===== config.mk =====
export PLATFORM = sky130hd
export DESIGN_NAME = io_window_regs
export DESIGN_NICKNAME = d
export VERILOG_FILES = /design/src/rtl/io_win_pkg.sv /design/src/rtl/io_win_decode.sv /design/src/rtl/io_win_doorbell.sv /design/src/rtl/io_win_resp.sv /design/src/rtl/io_window_regs.sv
export SDC_FILE = /design/constraint.sdc
export NUM_CORES = 1
export LEC_CHECK = 0
export ABC_AREA = 1
export CAP_MARGIN = 15
export CORE_ASPECT_RATIO = 0.6
export CORE_UTILIZATION = 32
export CTS_CLUSTER_DIAMETER = 100
export DETAILED_ROUTE_END_ITERATION = 10
export GPL_ROUTABILITY_DRIVEN = 0
export PLACE_DENSITY = 0.81
export SYNTH_ARGS = -nofsm -noshare
export SYNTH_HDL_FRONTEND = slang
export SYNTH_SLANG_ARGS = --single-unit

===== constraint.sdc =====
create_clock -name clk -period 1 [get_ports clk]
set_input_delay 0.1 -clock clk [delete_from_list [all_inputs] [get_ports clk]]
set_output_delay 0.1 -clock clk [all_outputs]
set_load 0.005 [all_outputs]

===== src/rtl/io_win_pkg.sv =====
package io_win_pkg;

    localparam int ADDR_W   = 16;
    localparam int WIN_LOG2 = 5;
    localparam int DATA_W   = 32;
    localparam int BYTE_W   = 8;

    // Identification bytes, offset 0 in the least significant byte
    localparam logic [4*BYTE_W-1:0] ID_BYTES = 32'hAB0B_071A;

    // Window offsets whose meaning is fixed by behaviour
    localparam int OFS_LINE = 4;
    localparam int OFS_PIN  = 5;
    localparam int OFS_BELL = 6;

    typedef enum logic [2:0] {
        SRC_ZERO = 3'd0,
        SRC_ID   = 3'd1,
        SRC_LINE = 3'd2,
        SRC_PIN  = 3'd3,
        SRC_BELL = 3'd4
    } rd_src_e;

    typedef struct packed {
        logic    hit;
        logic    is_read;
        rd_src_e src;
        logic [1:0] id_sel;
    } win_access_t;

    function automatic logic [BYTE_W-1:0] id_byte(input logic [1:0] sel);
        return ID_BYTES[sel*BYTE_W +: BYTE_W];
    endfunction

endpackage


===== src/rtl/io_win_decode.sv =====
module io_win_decode
    import io_win_pkg::*;
#(
    parameter int P_ADDR_W   = io_win_pkg::ADDR_W,
    parameter int P_WIN_LOG2 = io_win_pkg::WIN_LOG2,
    localparam int BASE_W    = P_ADDR_W - P_WIN_LOG2
) (
    input  logic                dec_en,
    input  logic [BASE_W-1:0]   win_base,
    input  logic                req_valid,
    input  logic                req_write,
    input  logic [P_ADDR_W-1:0] req_addr,
    output win_access_t         acc,
    output logic                bell_set,
    output logic                bell_clr
);

    logic [P_WIN_LOG2-1:0] ofs;
    logic                  hit;
    logic                  at_bell;

    assign ofs     = req_addr[P_WIN_LOG2-1:0];
    assign hit     = req_valid && dec_en && (req_addr[P_ADDR_W-1:P_WIN_LOG2] == win_base);
    assign at_bell = (ofs == P_WIN_LOG2'(OFS_BELL));

    always_comb begin
        acc.hit     = hit;
        acc.is_read = hit && !req_write;
        acc.id_sel  = ofs[1:0];
        if (ofs < P_WIN_LOG2'(4))                  acc.src = SRC_ID;
        else if (ofs == P_WIN_LOG2'(OFS_LINE))     acc.src = SRC_LINE;
        else if (ofs == P_WIN_LOG2'(OFS_PIN))      acc.src = SRC_PIN;
        else if (at_bell)                          acc.src = SRC_BELL;
        else                                       acc.src = SRC_ZERO;
    end

    assign bell_set = hit &&  req_write && at_bell;
    assign bell_clr = hit && !req_write && at_bell;

endmodule


===== src/rtl/io_win_doorbell.sv =====
module io_win_doorbell (
    input  logic clk,
    input  logic rst,
    input  logic bell_set,
    input  logic bell_clr,
    output logic pending,
    output logic irq_out
);

    always_ff @(posedge clk) begin
        if (rst) begin
            pending <= 1'b0;
        end else if (bell_set) begin
            pending <= 1'b1;
        end else if (bell_clr) begin
            pending <= 1'b0;
        end
    end

    always_ff @(posedge clk) begin
        if (rst) irq_out <= 1'b0;
        else     irq_out <= pending;
    end

endmodule


===== src/rtl/io_win_resp.sv =====
module io_win_resp
    import io_win_pkg::*;
#(
    parameter int P_DATA_W = io_win_pkg::DATA_W
) (
    input  logic                clk,
    input  logic                rst,
    input  win_access_t         acc,
    input  logic [BYTE_W-1:0]   line_val,
    input  logic [BYTE_W-1:0]   pin_val,
    input  logic                pending,
    output logic                rsp_ack,
    output logic [P_DATA_W-1:0] rsp_rdata
);

    logic [BYTE_W-1:0] rd_byte;

    always_comb begin
        unique case (acc.src)
            SRC_ID:   rd_byte = id_byte(acc.id_sel);
            SRC_LINE: rd_byte = line_val;
            SRC_PIN:  rd_byte = pin_val;
            SRC_BELL: rd_byte = {{(BYTE_W-1){1'b0}}, pending};
            default:  rd_byte = '0;
        endcase
    end

    always_ff @(posedge clk) begin
        if (rst) begin
            rsp_ack   <= 1'b0;
            rsp_rdata <= '0;
        end else begin
            rsp_ack   <= acc.hit;
            rsp_rdata <= acc.is_read ? P_DATA_W'(rd_byte) : '0;
        end
    end

endmodule


===== src/rtl/io_window_regs.sv =====
module io_window_regs
    import io_win_pkg::*;
#(
    parameter int ADDR_W   = io_win_pkg::ADDR_W,
    parameter int WIN_LOG2 = io_win_pkg::WIN_LOG2,
    parameter int DATA_W   = io_win_pkg::DATA_W,
    localparam int BASE_W  = ADDR_W - WIN_LOG2
) (
    input  logic              clk,
    input  logic              rst,
    input  logic              dec_en,
    input  logic [BASE_W-1:0] win_base,
    input  logic [7:0]        irq_line,
    input  logic [7:0]        irq_pin,
    input  logic              req_valid,
    input  logic              req_write,
    input  logic [ADDR_W-1:0] req_addr,
    output logic              rsp_ack,
    output logic [DATA_W-1:0] rsp_rdata,
    output logic              irq_out
);

    win_access_t acc;
    logic        bell_set;
    logic        bell_clr;
    logic        pending;

    io_win_decode #(
        .P_ADDR_W   (ADDR_W),
        .P_WIN_LOG2 (WIN_LOG2)
    ) u_decode (
        .dec_en    (dec_en),
        .win_base  (win_base),
        .req_valid (req_valid),
        .req_write (req_write),
        .req_addr  (req_addr),
        .acc       (acc),
        .bell_set  (bell_set),
        .bell_clr  (bell_clr)
    );

    io_win_doorbell u_bell (
        .clk      (clk),
        .rst      (rst),
        .bell_set (bell_set),
        .bell_clr (bell_clr),
        .pending  (pending),
        .irq_out  (irq_out)
    );

    io_win_resp #(
        .P_DATA_W (DATA_W)
    ) u_resp (
        .clk       (clk),
        .rst       (rst),
        .acc       (acc),
        .line_val  (irq_line),
        .pin_val   (irq_pin),
        .pending   (pending),
        .rsp_ack   (rsp_ack),
        .rsp_rdata (rsp_rdata)
    );

endmodule


==> Implementation_results.wiki <==
{| class="wikitable"
! Metric !! Value
|-
| Outcome || complete, no violations
|-
| Initial antenna violation count || 0
|-
| Via count of the first global-routing pass || 980
|-
| Setup violation total in the final timing report || 0
|-
| Area of the core || 2663 um2
|-
| Count of distinct cell types in the synthesized netlist || 22
|-
| Largest fanout on the critical path || 5
|-
| Most common library cell in the layout ignoring fill and taps || nand2_1
|-
| Share of power burned in the clock network || 35.0%
|-
| Number of instances in the synthesized netlist || around 150
|-
| Setup total negative slack || 0 ns
|-
| Post-synthesis area per instance || 6.215 um2
|-
| CTS H-tree lvls || 1
|-
| Setup slack on the worst flop-to-flop path || roughly 0.23 ns
|-
| Initial Utilization || 35.95%
|-
| Number of cells on the worst reg-to-reg path || 2
|-
| Startpoint type of the worst setup path || input pin
|-
| Flip-flop and latch count after synthesis || 11
|-
| Die area || 3221 um2
|-
| Start point of the worst hold path || req_addr[9]
|-
| Total global-route track usage || around 17%
|-
| Area share of the largest cell type after synthesis || a little under a quarter
|-
| Clock root buffer || clkbuf_8
|-
| Area added between synthesis and finish || 69.54%
|-
| Post-synthesis instance area || between 900 and 1000 um2
|-
| # clock sinks || 11
|-
| CTS buffer count || 3
|-
| Post-route cell area || approximately 1600 um2
|-
| Number of pins exceeding their max-slew limit in the final report || 0
|-
| Commonest cells after routing, fill and taps aside || 31 x nand2_1, 24 x conb_1, 22 x inv_1, 19 x dlygate4sd2_1, 18 x clkdlybuf4s50_1
|-
| Final setup skew || around 0.0057 ns
|-
| CTS clock-pin slew for the worst setup and hold paths || ~0.050 ns
|-
| Path category of the worst min-delay check || in2reg
|-
| Required time at the worst-slack endpoint || around 1.2 ns
|-
| CTS Buffer Depth || 2
|-
| Post-layout total power || about 1.3 mW
|-
| Leakage Power || a little under 0.9 nW
|-
| Placed Instances || 260
|-
| Cell internal pwr || 0.9126 mW
|-
| Total cell area at the placement stage || about 1600 um2
|-
| Clock network latency to the later pin of the worst-skew pair || 0.24 ns
|-
| Pin count of the biggest net entering global routing || 9
|-
| Vertical extent of the die || 44.37 um
|-
| Post-route DRC || 0
|-
| Post-route fraction of the period consumed by the critical path || between 90 and 100%
|-
| Number of iterations in the first detailed-routing pass || 4
|-
| Hold depth || 8
|-
| Number of nets in the finished design || between 200 and 300
|-
| Top post-synthesis cells by area || dfxtp_1 23%, buf_4 19%, nand2_1 15%
|-
| Sw Pwr || roughly 0.34 mW
|-
| Dpl hpwl || between 2000 and 2500 um
|-
| Final hold violations || 0
|-
| Critical setup path kind || in2reg
|-
| Comb pwr share || 30.0%
|-
| Ports || just over 80
|-
| ANT cells || 0
|-
| Fraction of power consumed by sequential logic || a little over a third
|-
| Clock tree from TritonCTS || yes
|-
| Via density per instance || 4.064
|-
| Global route total overflow || 0
|-
| Input/output buffers || between 50 and 60
|-
| Arrival time of data at the critical path endpoint || ~1.1 ns
|-
| Highest attainable clock frequency || around 1000 MHz
|-
| Initial DRC count || 24
|-
| Avg WL per Cell || just over 10 um
|-
| DR vias || about 1,100
|-
| Ratio of cells with drive above 1 in the final layout || 32.00%
|-
| Number of inserted filler cells in the final layout || 255
|-
| MaxCap Viol Count || 0
|-
| Maximum resistive drop on vdd || about 430 uV
|-
| Largest area contributor in the netlist || dfxtp_1
|-
| Register area share after synthesis || a little under a quarter
|-
| Global-route wire length before repair || 4202 um
|-
| Reg-to-reg startpoint || u_bell.pending
|-
| Yosys Warn Count || 0
|-
| Post-layout instance count excluding filler cells || approximately 270
|-
| Pwr Density || between 700 and 800 nW/um2
|-
| Worst Hold Path EP || u_resp.rsp_ack
|-
| Layout Utilization || between 60 and 70%
|-
| Die Span X || 72.61 um
|-
| Clock period minus worst slack || ~0.97 ns
|-
| Core Rows || 14
|-
| Switching portion of total power || between 20% and 30%
|-
| Antenna Nets Post-Route || 0
|-
| RR Endpoint || u_resp.rsp_rdata[0]
|-
| Crit path capture type || register
|-
| Total Wirelength || about 2700 um
|}
how the worst max path moves through the flow:
stage                                     end    startpoint  depth (start not counted)  slack (ns)
after global routing      u_resp.rsp_rdata[7]   req_addr[3]                          8      -0.005
after CTS                 u_resp.rsp_rdata[0]   req_addr[7]                         11      -0.002
after detailed placement  u_resp.rsp_rdata[0]  req_addr[13]                         11       -0.48
final                     u_resp.rsp_rdata[7]   req_addr[3]                          7        0.03
after global placement    u_resp.rsp_rdata[3]   win_base[5]                         11       -0.44
after floorplan           u_resp.rsp_rdata[0]   req_addr[3]                          7        0.10
worst max-delay path: stages:
cell and delay (ns):
dlygate4sd2_1 0.26, nor2_4 0.15, buf_6 0.13, nand2_2 0.10, o22ai_2 0.23, a21oi_1 0.08, nor2_2 0.10
cell type report:
type                            instances  area, um2  area share (%)
Tap cell                               40      50.05           3.084
Multi-Input combinational cell        114      639.4           39.40
Timing Repair Buffer                   68      563.0           34.70
Inverter                               28      105.1           6.476
Clock buffer                            4      45.04           2.776
Sequential cell                        11      220.2           13.57
power groups by stage:
stage,clock network (mW),registers (mW),logic (mW)
2_1_floorplan,0,0.448,0.198
3_3_place_gp,0,0.448,0.364
3_5_place_dp,0,0.448,0.371
4_1_cts,0.443,0.439,0.352
5_1_grt,0.462,0.439,0.417
6_report,0.439,0.439,0.376
kinds of logic after synthesis:
group | after synthesis | share of synthesized area, %
AOI/OAI and AO/OA | 13 | 7.844
xor gates and xnor gates | 2 | 1.830
buffers and inverters | 52 | 29.80
DFF | 11 | 23.01
other | 1 | 0.3918
and+or+nand+nor | 75 | 37.13
through the flow:
stage | worst slack (ns) | hold slack (ns)
finish | 0.03487 | 0.3672
global route | -0.005077 | 0.4028
CTS | -0.001630 | 0.3731
detailed placement | -0.4827 | 0.4522
global placement | -0.4416 | 0.4577
floorplan | 0.1039 | 0.1724
Yosys cell counts, drive strengths merged:
master / instances
nor3: 1
inv: 28
a31oi: 1
nand3: 4
o211ai: 1
o22ai: 3
buf: 24
xnor2: 2
conb: 1
a211oi: 1
nor2: 27
o21ai: 3
nand2: 42
nand4: 1
a21oi: 4
dfxtp: 11
sequential cells by signal, indices dropped and copies added (netlist names):
register / cells
u_bell.irq_out: 1
u_bell.pending: 1
u_resp.rsp_ack: 1
u_resp.rsp_rdata: 8
what timing repair did:
action                     in CTS  in global routing
buffers inserted                0                  1
setup endpoints to repair      20                  9
gates resized for setup        84                 27
pin swaps                      34                 20
hold buffers                    0                  0
layer usage:
metal	vias up	routed length [um]	GRT usage (%)
met2	49	1245	28.41
met4	0	41	5.882
met5	-	0	0
met3	4	204	1.822
li1	553	-	-
met1	471	1193	22.79
(Power assumes the default switching activity.)
